## src/rtl/adc_seq_pkg.sv

```systemverilog
// Package: shared types for the ADC conversion sequencer.
// Assumes: two channel groups, bit 0 = lower group, bit 1 = upper group.
package adc_seq_pkg;

    localparam int GROUPS = 2;

    typedef logic [GROUPS-1:0] grp_mask_t;

    typedef enum logic [1:0] {
        SEQ_IDLE = 2'd0,
        SEQ_ARM  = 2'd1,
        SEQ_CONV = 2'd2
    } seq_state_t;

    typedef enum logic [1:0] {
        PH_RESET = 2'd0,
        PH_GUARD = 2'd1,
        PH_READY = 2'd2
    } rst_phase_t;

    // Effective strobe mask: oversampling forces every group on.
    function automatic grp_mask_t eff_mask(input grp_mask_t sel, input logic ovs);
        return ovs ? {GROUPS{1'b1}} : sel;
    endfunction

endpackage

```

## src/rtl/adc_busy_sync.sv

```systemverilog
// Module: adc_busy_sync
// Brings the asynchronous converter busy line into the clock domain with a
// two-flop synchroniser and flags its falling edge for one cycle.
// Assumes: busy pulses are longer than two clock periods.
module adc_busy_sync (
    input  logic clk,
    input  logic rst_n,
    input  logic busy_async,
    output logic busy_s,
    output logic busy_fall
);

    logic meta_q;
    logic sync_q;
    logic prev_q;

    // Two-stage synchroniser plus a delayed copy for edge detection.
    always_ff @(posedge clk) begin
        if (!rst_n) begin
            meta_q <= 1'b0;
            sync_q <= 1'b0;
            prev_q <= 1'b0;
        end else begin
            meta_q <= busy_async;
            sync_q <= meta_q;
            prev_q <= sync_q;
        end
    end

    assign busy_s    = sync_q;
    assign busy_fall = prev_q & ~sync_q;

endmodule

```

## src/rtl/adc_rst_timer.sv

```systemverilog
// Module: adc_rst_timer
// Produces the converter reset pulse after system reset or on request, then
// times the guard interval before starts are allowed, and raises ready.
// Assumes: RST_CYCLES >= 1 and GUARD_CYCLES >= 1.
module adc_rst_timer #(
    parameter int RST_CYCLES   = 8,
    parameter int GUARD_CYCLES = 12
) (
    input  logic clk,
    input  logic rst_n,
    input  logic reinit_req,
    output logic adc_reset,
    output logic ready
);
    import adc_seq_pkg::*;

    localparam int CNT_MAX = (RST_CYCLES > GUARD_CYCLES) ? RST_CYCLES : GUARD_CYCLES;
    localparam int CW      = $clog2(CNT_MAX + 1);
    localparam logic [CW-1:0] RST_LAST   = CW'(RST_CYCLES - 1);
    localparam logic [CW-1:0] GUARD_LAST = CW'(GUARD_CYCLES - 1);

    rst_phase_t    phase_q;
    logic [CW-1:0] cnt_q;

    // Phase sequencer: reset pulse, then guard time, then ready.
    always_ff @(posedge clk) begin
        if (!rst_n || reinit_req) begin
            phase_q   <= PH_RESET;
            cnt_q     <= '0;
            adc_reset <= 1'b1;
            ready     <= 1'b0;
        end else begin
            case (phase_q)
                PH_RESET: begin
                    if (cnt_q == RST_LAST) begin
                        phase_q   <= PH_GUARD;
                        cnt_q     <= '0;
                        adc_reset <= 1'b0;
                    end else begin
                        cnt_q <= cnt_q + 1'b1;
                    end
                end
                PH_GUARD: begin
                    if (cnt_q == GUARD_LAST) begin
                        phase_q <= PH_READY;
                        cnt_q   <= '0;
                        ready   <= 1'b1;
                    end else begin
                        cnt_q <= cnt_q + 1'b1;
                    end
                end
                default: begin
                    phase_q <= PH_READY;
                end
            endcase
        end
    end

    // Checker-side counter: clocks elapsed with adc_reset low, saturating.
    logic [CW-1:0] low_cnt_q;
    always_ff @(posedge clk) begin
        if (!rst_n || adc_reset) begin
            low_cnt_q <= '0;
        end else if (low_cnt_q != CW'(GUARD_CYCLES)) begin
            low_cnt_q <= low_cnt_q + 1'b1;
        end
    end

    assert_reset_blocks_ready_R3: assert property (@(posedge clk) disable iff (!rst_n)
        adc_reset |-> !ready);

    assert_guard_elapsed_R3: assert property (@(posedge clk) disable iff (!rst_n)
        $rose(ready) |-> (low_cnt_q == CW'(GUARD_CYCLES)));

endmodule

```

## src/rtl/adc_strobe_fsm.sv

```systemverilog
// Module: adc_strobe_fsm
// Launches the group strobes on a start request, holds them through the
// conversion, and releases them on busy falling with a done pulse.
// Assumes: busy_s / busy_fall come from a synchroniser; ready from the timer.
module adc_strobe_fsm (
    input  logic                   clk,
    input  logic                   rst_n,
    input  logic                   ready,
    input  logic                   reinit_req,
    input  logic                   start_req,
    input  adc_seq_pkg::grp_mask_t grp_sel,
    input  logic                   ovs_mode,
    input  logic                   busy_s,
    input  logic                   busy_fall,
    output adc_seq_pkg::grp_mask_t strobe,
    output logic                   conv_done,
    output logic                   conv_abort
);
    import adc_seq_pkg::*;

    seq_state_t state_q;
    logic       pend_q;
    grp_mask_t  mask;
    logic       want;
    logic       launch;

    // Launch decision: idle, timer ready, converter quiet, non-empty mask.
    always_comb begin
        mask   = eff_mask(grp_sel, ovs_mode);
        want   = start_req | pend_q;
        launch = (state_q == SEQ_IDLE) && ready && !reinit_req && !busy_s
                 && want && (mask != '0);
    end

    // Main sequencer: idle -> armed (wait busy high) -> converting.
    always_ff @(posedge clk) begin
        if (!rst_n) begin
            state_q    <= SEQ_IDLE;
            strobe     <= '0;
            conv_done  <= 1'b0;
            conv_abort <= 1'b0;
        end else begin
            conv_done  <= 1'b0;
            conv_abort <= 1'b0;
            if (reinit_req) begin
                if (state_q != SEQ_IDLE) begin
                    conv_abort <= 1'b1;
                end
                state_q <= SEQ_IDLE;
                strobe  <= '0;
            end else begin
                case (state_q)
                    SEQ_IDLE: begin
                        if (launch) begin
                            strobe  <= mask;
                            state_q <= SEQ_ARM;
                        end
                    end
                    SEQ_ARM: begin
                        if (busy_s) begin
                            state_q <= SEQ_CONV;
                        end
                    end
                    SEQ_CONV: begin
                        if (busy_fall) begin
                            strobe    <= '0;
                            conv_done <= 1'b1;
                            state_q   <= SEQ_IDLE;
                        end
                    end
                    default: begin
                        state_q <= SEQ_IDLE;
                        strobe  <= '0;
                    end
                endcase
            end
        end
    end

    // Pending request: held only while the reset/guard window blocks starts.
    always_ff @(posedge clk) begin
        if (!rst_n) begin
            pend_q <= 1'b0;
        end else if (state_q != SEQ_IDLE) begin
            pend_q <= 1'b0;
        end else if (start_req && (!ready || reinit_req)) begin
            pend_q <= 1'b1;
        end else if (launch) begin
            pend_q <= 1'b0;
        end else if (ready && !busy_s && pend_q && (mask == '0)) begin
            pend_q <= 1'b0;
        end
    end

    assert_strobe_needs_ready_R3: assert property (@(posedge clk) disable iff (!rst_n)
        (strobe != '0) |-> ready);

    assert_ovs_pair_R5: assert property (@(posedge clk) disable iff (!rst_n)
        ($past(strobe) == '0 && strobe != '0 && $past(ovs_mode)) |-> (strobe == '1));

    assert_launch_quiet_R8: assert property (@(posedge clk) disable iff (!rst_n)
        ($past(strobe) == '0 && strobe != '0) |-> !$past(busy_s));

    assert_hold_until_fall_R7: assert property (@(posedge clk) disable iff (!rst_n)
        ($past(strobe) != '0 && strobe == '0) |-> ($past(busy_fall) || $past(reinit_req)));

    assert_done_single_R7: assert property (@(posedge clk) disable iff (!rst_n)
        conv_done |=> !conv_done);

    assert_abort_clears_R9: assert property (@(posedge clk) disable iff (!rst_n)
        conv_abort |-> (strobe == '0 && !conv_done && $past(reinit_req)));

endmodule

```

## src/rtl/adc_conv_seq.sv

```systemverilog
// Module: adc_conv_seq (top)
// Conversion sequencer for a two-group simultaneous-sampling ADC: converter
// reset and guard timing, group/oversampling strobes, busy-based completion.
// Assumes: busy is asynchronous to clk; rst_n is synchronous active-low.
module adc_conv_seq #(
    parameter int RST_CYCLES   = 8,
    parameter int GUARD_CYCLES = 12
) (
    input  logic       clk,
    input  logic       rst_n,
    input  logic       start_req,
    input  logic [1:0] grp_sel,
    input  logic       ovs_mode,
    input  logic       reinit_req,
    input  logic       busy,
    output logic       strobe_a,
    output logic       strobe_b,
    output logic       adc_reset,
    output logic       conv_done,
    output logic       conv_abort
);
    import adc_seq_pkg::*;

    logic      ready;
    logic      busy_s;
    logic      busy_fall;
    grp_mask_t strobe;

    adc_busy_sync u_sync (
        .clk        (clk),
        .rst_n      (rst_n),
        .busy_async (busy),
        .busy_s     (busy_s),
        .busy_fall  (busy_fall)
    );

    adc_rst_timer #(
        .RST_CYCLES   (RST_CYCLES),
        .GUARD_CYCLES (GUARD_CYCLES)
    ) u_timer (
        .clk        (clk),
        .rst_n      (rst_n),
        .reinit_req (reinit_req),
        .adc_reset  (adc_reset),
        .ready      (ready)
    );

    adc_strobe_fsm u_fsm (
        .clk        (clk),
        .rst_n      (rst_n),
        .ready      (ready),
        .reinit_req (reinit_req),
        .start_req  (start_req),
        .grp_sel    (grp_sel),
        .ovs_mode   (ovs_mode),
        .busy_s     (busy_s),
        .busy_fall  (busy_fall),
        .strobe     (strobe),
        .conv_done  (conv_done),
        .conv_abort (conv_abort)
    );

    assign strobe_a = strobe[0];
    assign strobe_b = strobe[1];

    assert_reset_excludes_strobes_R1: assert property (@(posedge clk) disable iff (!rst_n)
        adc_reset |-> (!strobe_a && !strobe_b));

    assert_done_abort_exclusive_R9: assert property (@(posedge clk) disable iff (!rst_n)
        !(conv_done && conv_abort));

endmodule

```

## config.mk

```make
export PLATFORM = sky130hd
export DESIGN_NAME = adc_conv_seq
export DESIGN_NICKNAME = d
export VERILOG_FILES = /design/src/rtl/adc_seq_pkg.sv /design/src/rtl/adc_busy_sync.sv /design/src/rtl/adc_rst_timer.sv /design/src/rtl/adc_strobe_fsm.sv /design/src/rtl/adc_conv_seq.sv
export SDC_FILE = /design/constraint.sdc
export NUM_CORES = 1
export LEC_CHECK = 0
export ABC_AREA = 1
export BUFFER_PORTS_ARGS = -buffer_cell sky130_fd_sc_hd__buf_2
export CORE_MARGIN = 3
export CORE_UTILIZATION = 47
export DETAILED_ROUTE_END_ITERATION = 8
export PLACE_DENSITY = 0.71
export SLEW_MARGIN = 25
export SYNTH_ARGS = -nofsm -noshare
export SYNTH_HDL_FRONTEND = slang
export SYNTH_SLANG_ARGS = --single-unit
```

## constraint.sdc

```tcl
create_clock -name clk -period 0.9 [get_ports clk]
set_input_delay 0.045 -clock clk [delete_from_list [all_inputs] [get_ports clk]]
set_output_delay 0.045 -clock clk [all_outputs]
set_load 0.02 [all_outputs]
```

; ---- Word-level counts from Yosys, hierarchy flattened
; Index checks and enable logic that the tools add are counted.
[word_totals]
wordCells = 78
in_bits = 8
out_inout_bits = 5
regBits = 18
[classes]
n_mux = 18
reduce_logical = 31
add_sub_neg = 1
bitwise_logic = 6
n_eq_ne = 10
[ops]
columns = cell, count
row1 = $mux W2, 7
row2 = $pmux W2 S3, 2
row3 = $logic_and A1 B1 Y1, 9
row4 = $mux W4, 2
row5 = $pmux W4 S2, 1
row6 = $reduce_and A2 Y1, 4
row7 = $logic_not A2 Y1, 3
row8 = $ne A2 B1 Y1 const B, 3
row9 = $reduce_and A3 Y1, 2
row10 = $reduce_bool A2 Y1, 3
row11 = $mux W1, 5
row12 = $add A4 B1 Y4 const B, 1
row13 = $eq A2 B1 Y1 const B, 2
row14 = $eq A4 B3 Y1 const B, 1
row15 = $eq A4 B4 Y1 const B, 1
row16 = $logic_not A1 Y1, 4
row17 = $ne A2 B2 Y1 const B, 2
row18 = $not A1 Y1, 4
row19 = $pmux W2 S2, 1
row20 = $reduce_or A2 Y1, 2
row21 = $reduce_bool A3 Y1, 1
row22 = $reduce_or A3 Y1, 1
row23 = $eq A2 B2 Y1 const B, 1
row24 = $logic_or A1 B1 Y1, 2
row25 = other kinds (2), 2

; ---- Longest topological paths before layout
; Gate-level depths: netlist (run 1).
[depth]
depth_word = 8
depth_mapped = 8
depth_no_buf = 8

; ---- Modules after synthesis
; Synthesis (run 1) repeated with hierarchy kept, for this count alone.
[hier_totals]
cells_unflattened = 119
hier_area_um2 = 832.0
[modules_own_cells]
columns = module, area_per_inst_um2, cells_per_inst, n_inst, seq_area_each_um2
row1 = adc_rst_timer, 399.1, 57, 1, 160.2
row2 = adc_strobe_fsm, 342.8, 51, 1, 140.1
row3 = adc_busy_sync, 90.1, 11, 1, 60.1

; ---- Least setup slack after synthesis (run 1)
; No wires, ideal clock.
[synth_path]
path_kind = register to register
from = register u_fsm.state_q[1]
to = register u_fsm.strobe[0]
path_slack_ns = -0.075
period_less_slack_ns = 0.975
t_arrival_ns = 0.860
stages_incl_launch_ff = 9
cell_sequence = dfxtp_1 -> inv_1 -> nand2_1 -> nor2_4 -> nand3_4 -> nand2_2 -> nand3_2 -> nand3_1 -> nand2_1
[synth_via]
elab_chain_cells = 8
elab_cells_between_ends = 13
cone_classes = eq/ne: 4 / mux: 1 / bitwise: 1 / reduce/logical: 7
[synth_rtl]
columns = item, line_no
row1 = "start, declared", adc_strobe_fsm.sv:21  ; seq_state_t state_q;
row2 = "start signal, assigned", adc_strobe_fsm.sv:38  ; state_q <= SEQ_IDLE;
row3 = "start signal, assigned", adc_strobe_fsm.sv:49  ; state_q <= SEQ_IDLE;
row4 = "start signal, assigned", adc_strobe_fsm.sv:56  ; state_q <= SEQ_ARM;
row5 = $logic_not A2 Y1, "adc_strobe_fsm.sv:31, adc_strobe_fsm.sv:52"
row6 = $logic_and A1 B1 Y1 (3 in a row), adc_strobe_fsm.sv:31  ; launch = (state_q == SEQ_IDLE) && ready && !reinit_req && !busy_s
row7 = $logic_and A1 B1 Y1 (2 in a row), adc_strobe_fsm.sv:32  ; && want && (mask != '0);
row8 = $ne A2 B1 Y1 (no line), n/a
row9 = $reduce_and A3 Y1 (no line), n/a
row10 = "end signal, assigned", adc_strobe_fsm.sv:55  ; strobe <= mask;
row11 = "end, declared", adc_strobe_fsm.sv:15  ; output adc_seq_pkg::grp_mask_t strobe,
; Parallel ways exist; a longest one is shown, timed or not.
; A chain may end at the register's enable or synchronous reset.

; ---- Worst setup path in the final report (run 1)
[layout_path]
from = register u_fsm.state_q[0]
to = register u_fsm.strobe[1]
; The elaborated chain is that of the path after synthesis.

==> key figures, run 1 <==
Synth
  – Post-synthesis register bit count: 18
  – Warnings from Yosys: 0
  – Syn Std Cell Area: 763 µm²
  – Post-Synthesis Cells: 99
  – Sequential fraction of the synthesis area: 0.472
  – Post-synth cell types: 19
  – Post-synth net total: 108
  – Syn avg cell area: 7.71 µm²

Pwr
  – Power per Cell Area: around 1300 nW/µm²
  – Lkg Pwr: 0.509 nW
  – Max VDD drop: 0.00135 V
  – Seq pwr share: 0.570
  – Clk pwr share: 0.349
  – Sw frac: 0.225
  – Psw: 0.324 mW
  – Comb pwr share: 0.081
  – Internal: ~1.1 mW

STA
  – PnR worst setup slack: -157 ps
  – Worst Tran Pin Value: between 200 and 250 ps
  – Setup violators final: 7
  – Worst hold slack: -9.53 ps
  – Final setup TNS: -585 ps
  – Crit share post-route: 1.17
  – Relative slew slack: 0.851
  – Crit path time final: 1060 ps
  – Unrepaired setup endpoints after global routing: true
  – Count of final hold-check violations: 1
  – Max Fclk: 946 MHz
  – Clk_skew: a little over 0.7 ps
  – Fin. max-slew vios: 0

Run status
  – Failing checks: negative hold slack, negative setup slack
  – Status: complete, but fails checks

Finish
  – Share of layout cells above drive strength 1: 0.485
  – Most frequent cells in the layout: nand2_1 (15), inv_1 (13), buf_4 (13)
  – ANT cells: 0
  – Fin nets: ~140
  – Commonest non-fill, non-tap cell in the layout: nand2_1
  – Final instance area: 1090 µm²
  – Synth-to-layout area growth: 42.8%
  – Filler cells: 97
  – Layout Cells excl Fill: 147

GRT
  – All-Layer GR Usage: 0.168
  – Largest net degree at the start of global routing: 11
  – Remaining global-route overflow: 0
  – Vias in the first global route: 635
  – Global-route wire length before repair: approximately 2600 µm
  – Antenna violations before repair: 0

Clock network
  – CTS sink count: 18
  – Number of buffers created by CTS: 3
  – CTS root buffer: clkbuf_4
  – CTS tree: built
  – H-Tree Depth: 1
  – Worst skew pair latency: 290 ps
  – Clk slew on worst S/H paths: 110 ps
  – Bufs on Longest Clock Path: 2

Floorplan
  – Die ar.: 2140 µm²
  – Initial core utilization: 0.539
  – Die Width: ~46 µm
  – Die height: 46.3 µm
  – I/O pin total: 13
  – Num rows: 13
  – Core area: 1420 µm²

Critical path
  – Crit Path Max Fanout: 4
  – Crit end category: flip-flop
  – Crit start category: flip-flop
  – Worst EP arrival: 1250 ps
  – Worst EP required: 1100 ps
  – Crit Path Class: flip-flop to flip-flop

Route
  – DR iter-0 viols: 18
  – Detailed-router iteration count before antenna repair: 4
  – Routed wire per std cell: 11.7 µm
  – DR vias/cell: about 4.9
  – ANT nets after route: 0
  – Drt total wl: 1720 µm
  – Via count: 718
  – Drc violations: 0

Placed design
  – Routability cong.: approximately 0.75
  – Placed Instance Area: 947 µm²
  – IO Port Bufs: 12
  – Placed cells: roughly 140
  – Post-DP HPWL: between 1000 and 1500 µm

Flow run
  – Max_cap viols: 0

Hold path
  – HP Class: input port to flip-flop
## worst paths after layout
path                                         to  slack (ps)              from  depth (start not counted)
worst min-delay path            u_fsm.strobe[0]         -10          ovs_mode                          3
worst max register to register  u_fsm.strobe[1]        -160  u_fsm.state_q[0]                          8
worst min register to register    u_sync.busy_s         420     u_sync.meta_q                          2
worst max-delay path            u_fsm.strobe[1]        -160  u_fsm.state_q[0]                          8
## layout make-up
class | instances | area [µm²] | share of cell area
Multi-Input combinational cell | 63 | 393 | 0.361
Sequential cell | 18 | 372 | 0.341
Timing Repair Buffer | 29 | 198 | 0.181
Inverter | 18 | 72.6 | 0.0666
Clock buffer | 4 | 36.3 | 0.0333
Tap cell | 15 | 18.8 | 0.0172
## flip-flops by register name, summed over array words and instances (netlist names)
signal             count
u_fsm.conv_abort       1
u_fsm.conv_done        1
u_fsm.pend_q           1
u_fsm.state_q          2
u_fsm.strobe           2
u_sync.busy_s          1
u_sync.meta_q          1
u_sync.prev_q          1
u_timer.adc_reset      1
u_timer.cnt_q          4
u_timer.phase_q        2
u_timer.ready          1
## cell families (layout without fill, tap and decap cells)
logic type | count (synthesis) | after routing | share of synthesized area
AO/OA/AOI/OAI | 8 | 8 | 0.0524
XOR/XNOR | 3 | 3 | 0.0344
adder cells (fa/ha/maj) | 1 | 1 | 0.0164
buffers and inverters | 18 | 51 | 0.0918
flip-flops | 18 | 18 | 0.472
AND/OR/NAND/NOR | 51 | 51 | 0.333
## critical path, cell delays in order, from the launching register on
cell     delay (ps)
dfxtp_2         350
inv_2            70
nand2_4          70
nor2_4          100
nand3_4          90
nand2_2          70
nand3_2          70
nand3_1          90
nand2_1          50
## stage by stage
step | power, mW | hold WS (ps) | setup slack (ps) | utilization
finish | 1.44 | -9.53 | -157 | 0.770
global route | 1.49 | 12.4 | -228 | 0.770
floorplan | 0.884 | 138 | -33.4 | -
global placement | 0.932 | 227 | -89.1 | 0.669
CTS | 1.44 | -13.2 | -114 | 0.735
detailed placement | 0.935 | 230 | -105 | 0.669
## power by group through the flow
| stage | Combinational, mW | Sequential, mW | Clock (mW) |
|---|---|---|---|
| after floorplan | 0.0464 | 0.837 | 0 |
| after global placement | 0.0948 | 0.838 | 0 |
| after detailed placement | 0.0966 | 0.838 | 0 |
| after CTS | 0.111 | 0.820 | 0.511 |
| after global routing | 0.128 | 0.821 | 0.538 |
| final | 0.116 | 0.820 | 0.502 |
## metal layers
metal,wire length (µm),track usage
met1,813,0.227
met2,824,0.266
met5,0,0
met4,13,0.0511
met3,63,0.0352
## what timing repair did
| item | CTS | global route |
|---|---|---|
| setup buffers | 0 | 2 |
| setup endpoints to repair | 7 | 12 |
| hold endpoints to repair | 4 | 0 |
| pin swaps | 4 | 4 |
| resized for setup | 5 | 14 |
| hold buffers | 4 | 0 |
## cells in the mapped netlist (all sizes together)
| cell | n | area, µm² |
|---|---|---|
| dfxtp | 18 | 360 |
| a21oi | 5 | 25.0 |
| inv | 18 | 70.1 |
| xor2 | 3 | 26.3 |
| nor3 | 3 | 15.0 |
| ha | 1 | 12.5 |
| nand2 | 20 | 80.1 |
| nand3 | 9 | 62.6 |
| nand4 | 3 | 18.8 |
| o21ai | 3 | 15.0 |
| nor2 | 16 | 77.6 |
Note: power is estimated with default switching activity, not from simulation.
==> inputs of run 2 (changes only) <==
- SETUP_SLACK_MARGIN: default -> 0.02
==> run 2 against run 1 <==
Net effect: the flow still finishes with violations (negative hold slack, negative setup slack); first-iteration DRC count fell by 11%; sequential power barely moved; final area rose by 3.1%; total power rose by 0.22%; non-clock buffer count did not move; count of clock-buffer cells in the layout did not move; clock skew barely moved; hold slack improved by 7.7 ps; routed wire length rose by 8.9%; critical path depth fell by 1; die area did not move; critical endpoint is now u_fsm.pend_q.
==> key figures, run 2 (synthesized netlist as in run 1, its figures left out) <==
Clock network
  – CTS tree: built
  – Worst skew pair latency: 290 ps (about the same)
  – CTS root buffer: clkbuf_4
  – Number of buffers created by CTS: 3 (unchanged)
  – Bufs on Longest Clock Path: 2 (unchanged)
  – H-Tree Depth: 1 (unchanged)
  – Clk slew on worst S/H paths: 110 ps (about the same)
  – CTS sink count: 18 (unchanged)

GRT
  – Global-route wire length before repair: 2600 µm (unchanged)
  – Met3 track demand over resource: 0.0352 (unchanged)
  – Vias in the first global route: 635 (unchanged)
  – GRT met2 Usage: 0.266 (unchanged)
  – Busiest grt layer: met2
  – All-Layer GR Usage: 0.168 (unchanged)
  – Remaining global-route overflow: 0 (unchanged)
  – Met1 global-route usage: 0.227 (unchanged)
  – Largest net degree at the start of global routing: 11 (unchanged)
  – Antenna violations before repair: 0 (unchanged)

Route
  – Drt total wl: 1870 µm (+8.9%)
  – ANT nets after route: 0 (unchanged)
  – DR vias/cell: 5.05 (+3.5%)
  – DR iter-0 viols: 16 (-2)
  – Routed wire per std cell: 12.7 µm (+8.9%)
  – Detailed-router iteration count before antenna repair: 4 (unchanged)
  – Drc violations: 0 (unchanged)
  – Via count: 743 (+3.5%)

Finish
  – Fin nets: 142 (unchanged)
  – Multi-input logic area: 420 µm² (+7.0%)
  – Most frequent cells in the layout: nand2_1 (15), buf_4 (15), inv_1 (10), buf_2 (10), dfxtp_2 (10)
  – Most flop-heavy register: u_timer.cnt_q
  – Synth-to-layout area growth: 47.2%
  – Filler cells: 85 (-12%)
  – Max FFs per register: 4 (unchanged)
  – Register Area: 373 µm² (+0.34%)
  – Share of layout cells above drive strength 1: 0.530 (+0.0455)
  – ANT cells: 0 (unchanged)

Pwr
  – Seq pwr share: 0.569 (about the same)
  – Sw frac: 0.227 (+0.00148)
  – Power per Cell Area: 1280 nW/µm² (-2.8%)
  – Max VDD drop: 0.00136 V (+1.2%)
  – Lkg Pwr: 0.512 nW (+0.61%)
  – Internal: 1.11 mW (about the same)
  – Total power: 1.44 mW (+0.22%)
  – Psw: 0.326 mW (+0.88%)
  – Clk pwr share: 0.346 (-0.003)
  – Comb pwr share: 0.085 (+0.004)

Placed design
  – Routability cong.: 0.750 (unchanged)
  – Pre-CTS WS: -105 ps (unchanged)
  – Post-DP HPWL: 1080 µm (unchanged)
  – IO Port Bufs: 12 (unchanged)

Floorplan
  – Die Width: 46.3 µm (unchanged)
  – Initial core utilization: 0.539 (unchanged)
  – I/O pin total: 13 (unchanged)
  – Core area: 1420 µm² (unchanged)
  – Die height: 46.3 µm (unchanged)
  – Num rows: 13 (unchanged)
  – Die ar.: 2140 µm² (unchanged)

Critical path
  – Worst EP required: 1090 ps (about the same)
  – Worst EP arrival: 1240 ps (about the same)
  – Crit Path Max Fanout: 4 (unchanged)
  – Crit Path Class: flip-flop to flip-flop
  – Crit end category: flip-flop
  – Crit start category: flip-flop
  – Cells on worst reg2reg path: 7 (-1)

STA
  – Worst Tran Pin Value: 242 ps (+17.8 ps)
  – Setup violators final: 8 (+1)
  – Worst hold slack: -1.78 ps (+7.74 ps)
  – PnR worst setup slack: -155 ps (+2.08 ps)
  – Crit path time final: 1050 ps (-2.08 ps)
  – Count of final hold-check violations: 1 (unchanged)
  – Unrepaired setup endpoints after global routing: true
  – Max Fclk: 948 MHz (+0.20%)
  – Crit share post-route: 1.17 (-0.00231)
  – Clk_skew: 1.13 ps (+0.409 ps)
  – Fin. max-slew vios: 0 (unchanged)
  – Relative slew slack: 0.839 (-0.0118)

Run status
  – Failing checks: negative hold slack, negative setup slack
  – Status: complete, but fails checks

Flow run
  – Max_cap viols: 0 (unchanged)

Hold path
  – Worst Hold Path Cells: 3 (unchanged)
  – HP Class: input port to flip-flop
==> run 2: repair_timing <==
action,in CTS,in global routing
pin swaps,4,9
gates resized for setup,5,25
endpoints found under the hold margin,4,0
setup endpoints to repair,9,15
hold buffers,4,0
setup buffers,0,2
==> run 2: metrics by stage <==
step,cell area (µm²),util,setup TNS (ps),cells,hold WS (ps)
2_1_floorplan,786,-,-66.7,99,138
3_3_place_gp,947,0.669,-182,137,227
3_5_place_dp,947,0.669,-242,137,230
4_1_cts,1040,0.735,-278,145,-13.2
5_1_grt,1120,0.794,-1360,147,1.87
6_report,1120,0.794,-806,147,-1.78
==> run 2: final timing paths <==
path / from / end / slack (ps)
worst max-delay path: u_fsm.state_q[0] / u_fsm.pend_q / -150
worst min-delay path: ovs_mode / u_fsm.strobe[0] / -2
worst max register to register: u_fsm.state_q[0] / u_fsm.pend_q / -150
worst min register to register: u_sync.meta_q / u_sync.busy_s / 420
==> run 2: routing by layer <==
metal / share of wire / up-vias
li1: - / 376
met1: 0.46 / 340
met2: 0.50 / 25
met3: 0.040 / 2
met4: 0.0070 / 0
met5: 0 / -
==> run 2: worst max-delay path, stage by stage (launching register included) <==
cell     delay [ps]
dfxtp_2         350
inv_2            70
nand2_4          60
nor2_4           90
nand3_4         100
buf_4           150
nand3_2          50
a21oi_1          70
==> run 2: cell type report <==
cell class | count | area share
well taps | 15 | 0.0167
flip-flops and latches | 18 | 0.332
repair buffers | 29 | 0.180
multi-input cells | 63 | 0.374
clock buffers | 4 | 0.0323
inverters | 18 | 0.0646
==> run 2: power groups by stage <==
stage	registers (mW)	clock network (mW)	logic (mW)
finish	0.820	0.499	0.122
global route	0.821	0.538	0.134
CTS	0.820	0.511	0.111
detailed placement	0.838	0	0.0966
global placement	0.838	0	0.0948
floorplan	0.837	0	0.0464
==> inputs of run 3 (changes only) <==
- GPL_TIMING_DRIVEN: default -> 0
==> run 3 against run 2 <==
Net effect: the run still ends with negative hold slack, negative setup slack left; worst setup slack better by 31 ps; first-iteration DRC count down 69%; core utilization down 4.4 points.
==> key figures, run 3 (synthesized netlist as in run 1, its figures left out) <==
Floorplan
  – Die ar.: 2140 µm² (unchanged)
  – Initial core utilization: 0.539 (unchanged)
  – I/O pin total: 13 (unchanged)
  – Die height: 46.3 µm (unchanged)
  – Core area: 1420 µm² (unchanged)
  – Die Width: 46.3 µm (unchanged)
  – Num rows: 13 (unchanged)

Route
  – Detailed-router iteration count before antenna repair: 2 (-2)
  – Routed wire per std cell: 11.1 µm (-12%)
  – ANT nets after route: 0 (unchanged)
  – DR iter-0 viols: 5 (-11)
  – Drt total wl: 1560 µm (-17%)
  – Via count: 702 (-5.5%)
  – Drc violations: 0 (unchanged)
  – DR vias/cell: 5.01 (-0.79%)

Critical path
  – Worst EP arrival: 1210 ps (-30 ps)
  – Cells on worst reg2reg path: 8 (+1)
  – FF-to-FF End: u_fsm.strobe[1]
  – Crit path cell chain: inv_2 -> nand2_4 -> nor2_4 -> nand3_4 -> nand2_2 -> nand3_2 -> nand3_1 -> nand2_1
  – Reg-to-Reg Start: u_fsm.state_q[1]
  – Slowest stage delay, CP: 340 ps (about the same)
  – Crit Path Class: flip-flop to flip-flop
  – Worst EP required: 1090 ps (about the same)
  – Critical path depth: 8 (+1)
  – Flop2flop setup slack: -120 ps (+30 ps)
  – Top Family by Delay on Critical Path: simple AND/OR/NAND/NOR gates
  – Crit path to: u_fsm.strobe[1]
  – Crit end category: flip-flop
  – Crit start category: flip-flop
  – CP bufs+invs: 1 (-1)
  – Worst Setup SP: u_fsm.state_q[1]
  – Crit-path slowest cell: dfxtp_2
  – Crit Path Max Fanout: 4 (unchanged)

Finish
  – Final Util: 0.750 (-0.0442)
  – Commonest non-fill, non-tap cell in the layout: nand2_1
  – Filler cells: 106 (+25%)
  – Max FFs per register: 4 (unchanged)
  – Most frequent cells in the layout: nand2_1 (15), buf_2 (11), inv_1 (10)
  – Most flop-heavy register: u_timer.cnt_q
  – Fin nets: 136 (-4.2%)
  – Multi-input logic area: 417 µm² (-0.89%)
  – Share of layout cells above drive strength 1: 0.496 (-0.0343)
  – Final instance area: 1060 µm² (-5.6%)
  – Synth-to-layout area growth: 39.0%
  – ANT cells: 0 (unchanged)
  – Register Area: 374 µm² (+0.34%)

Pwr
  – Psw: 0.289 mW (-12%)
  – Power per Cell Area: 1220 nW/µm² (-4.6%)
  – Max VDD drop: 0.00131 V (-4.0%)
  – Internal: 1.01 mW (-9.4%)
  – Clk pwr share: 0.292 (-0.054)
  – Seq pwr share: 0.631 (+0.062)
  – Comb pwr share: 0.077 (-0.008)
  – Sw frac: 0.222 (-0.00416)
  – Lkg Pwr: 0.477 nW (-6.7%)

Run status
  – Failing checks: negative hold slack, negative setup slack
  – Status: complete, but fails checks

STA
  – Max Fclk: 977 MHz (+3.0%)
  – PnR worst setup slack: -124 ps (+30.6 ps)
  – Crit share post-route: 1.14 (-0.0341)
  – Count of final hold-check violations: 1 (unchanged)
  – Fin. max-slew vios: 0 (unchanged)
  – Setup violators final: 9 (+1)
  – Worst hold slack: -10.9 ps (-9.11 ps)
  – Clk_skew: 2.88 ps (+1.75 ps)
  – Worst Tran Pin Value: 254 ps (+12.2 ps)
  – Relative slew slack: 0.831 (-0.00812)
  – Unrepaired setup endpoints after global routing: true
  – Crit path time final: 1020 ps (-30.7 ps)

Clock network
  – Number of buffers created by CTS: 3 (unchanged)
  – CTS root buffer: clkbuf_4
  – Worst skew pair latency: 280 ps (about the same)
  – CTS sink count: 18 (unchanged)
  – Clk slew on worst S/H paths: 90 ps (-20 ps)
  – CTS tree: built
  – H-Tree Depth: 1 (unchanged)
  – Bufs on Longest Clock Path: 2 (unchanged)

Placed design
  – Pre-CTS WS: -136 ps (-30.3 ps)
  – IO Port Bufs: 12 (unchanged)
  – Routability cong.: 0.804 (+7.1%)
  – Placed Instance Area: 865 µm² (-8.7%)
  – Post-DP HPWL: 993 µm (-7.7%)

GRT
  – Remaining global-route overflow: 0 (unchanged)
  – All-Layer GR Usage: 0.162 (-0.00610)
  – Antenna violations before repair: 0 (unchanged)
  – Vias in the first global route: 635 (unchanged)
  – Global-route wire length before repair: 2510 µm (-3.5%)
  – Largest net degree at the start of global routing: 10 (-1)

Hold path
  – HP Class: input port to flip-flop

Flow run
  – Max_cap viols: 0 (unchanged)
==> run 3: cell count changes in the layout (fill, tap and decap cells not counted), sizes merged <==
cell and change:
clkbuf -1, buf -5, dlygate4sd3 -1
==> run 3: metrics by stage <==
step	cells	setup TNS, ps	power (mW)
floorplan	99	-66.7	0.884
global placement	126	-350	0.914
detailed placement	126	-385	0.917
CTS	137	-291	1.30
global route	140	-1620	1.36
finish	140	-713	1.30
==> run 3: what timing repair did <==
action / 4_1_cts / 5_1_grt
hold buffers: 3 / 0
endpoints found under the hold margin: 3 / 0
endpoints found under the setup margin: 9 / 14
setup buffers: 5 / 3
pin swaps: 2 / 9
resized for setup: 9 / 20
==> run 3: worst register-to-register path, delay by kind of cell (launching register included) <==
family | cells | cell delay (ps)
simple gates | 7 | 520
buf+inv | 1 | 80
flops | 1 | 340
==> run 3: area by class of cell <==
type | count | area share
repair buffers | 23 | 0.147
flip-flops and latches | 18 | 0.353
well taps | 15 | 0.0177
clock buffers | 3 | 0.0212
inverters | 18 | 0.0684
multi-input cells | 63 | 0.393
==> run 3: per-layer routing <==
| layer | wire [µm] | track usage | vias up | share of wire |
|---|---|---|---|---|
| met5 | 0 | 0 | - | 0 |
| met4 | 8 | 0.0341 | 0 | 0.0051 |
| met3 | 72 | 0.0586 | 2 | 0.046 |
| met2 | 756 | 0.245 | 11 | 0.49 |
| met1 | 721 | 0.221 | 318 | 0.46 |
| li1 | - | - | 371 | - |
==> run 3: worst min-delay path by stage <==
stage	startpoint	endpoint	cells after the start
floorplan	rst_n	u_sync.busy_s	2
global placement	busy	u_sync.meta_q	3
detailed placement	busy	u_sync.meta_q	3
CTS	ovs_mode	u_fsm.strobe[0]	3
global route	rst_n	u_sync.busy_s	3
finish	ovs_mode	u_fsm.strobe[0]	3
==> run 3: power by group through the flow <==
stage | combinational (mW) | sequential, mW | clock, mW
4_1_cts | 0.0937 | 0.819 | 0.391
2_1_floorplan | 0.0464 | 0.837 | 0
6_report | 0.0998 | 0.819 | 0.379
3_3_place_gp | 0.0744 | 0.840 | 0
5_1_grt | 0.113 | 0.822 | 0.430
3_5_place_dp | 0.0765 | 0.840 | 0
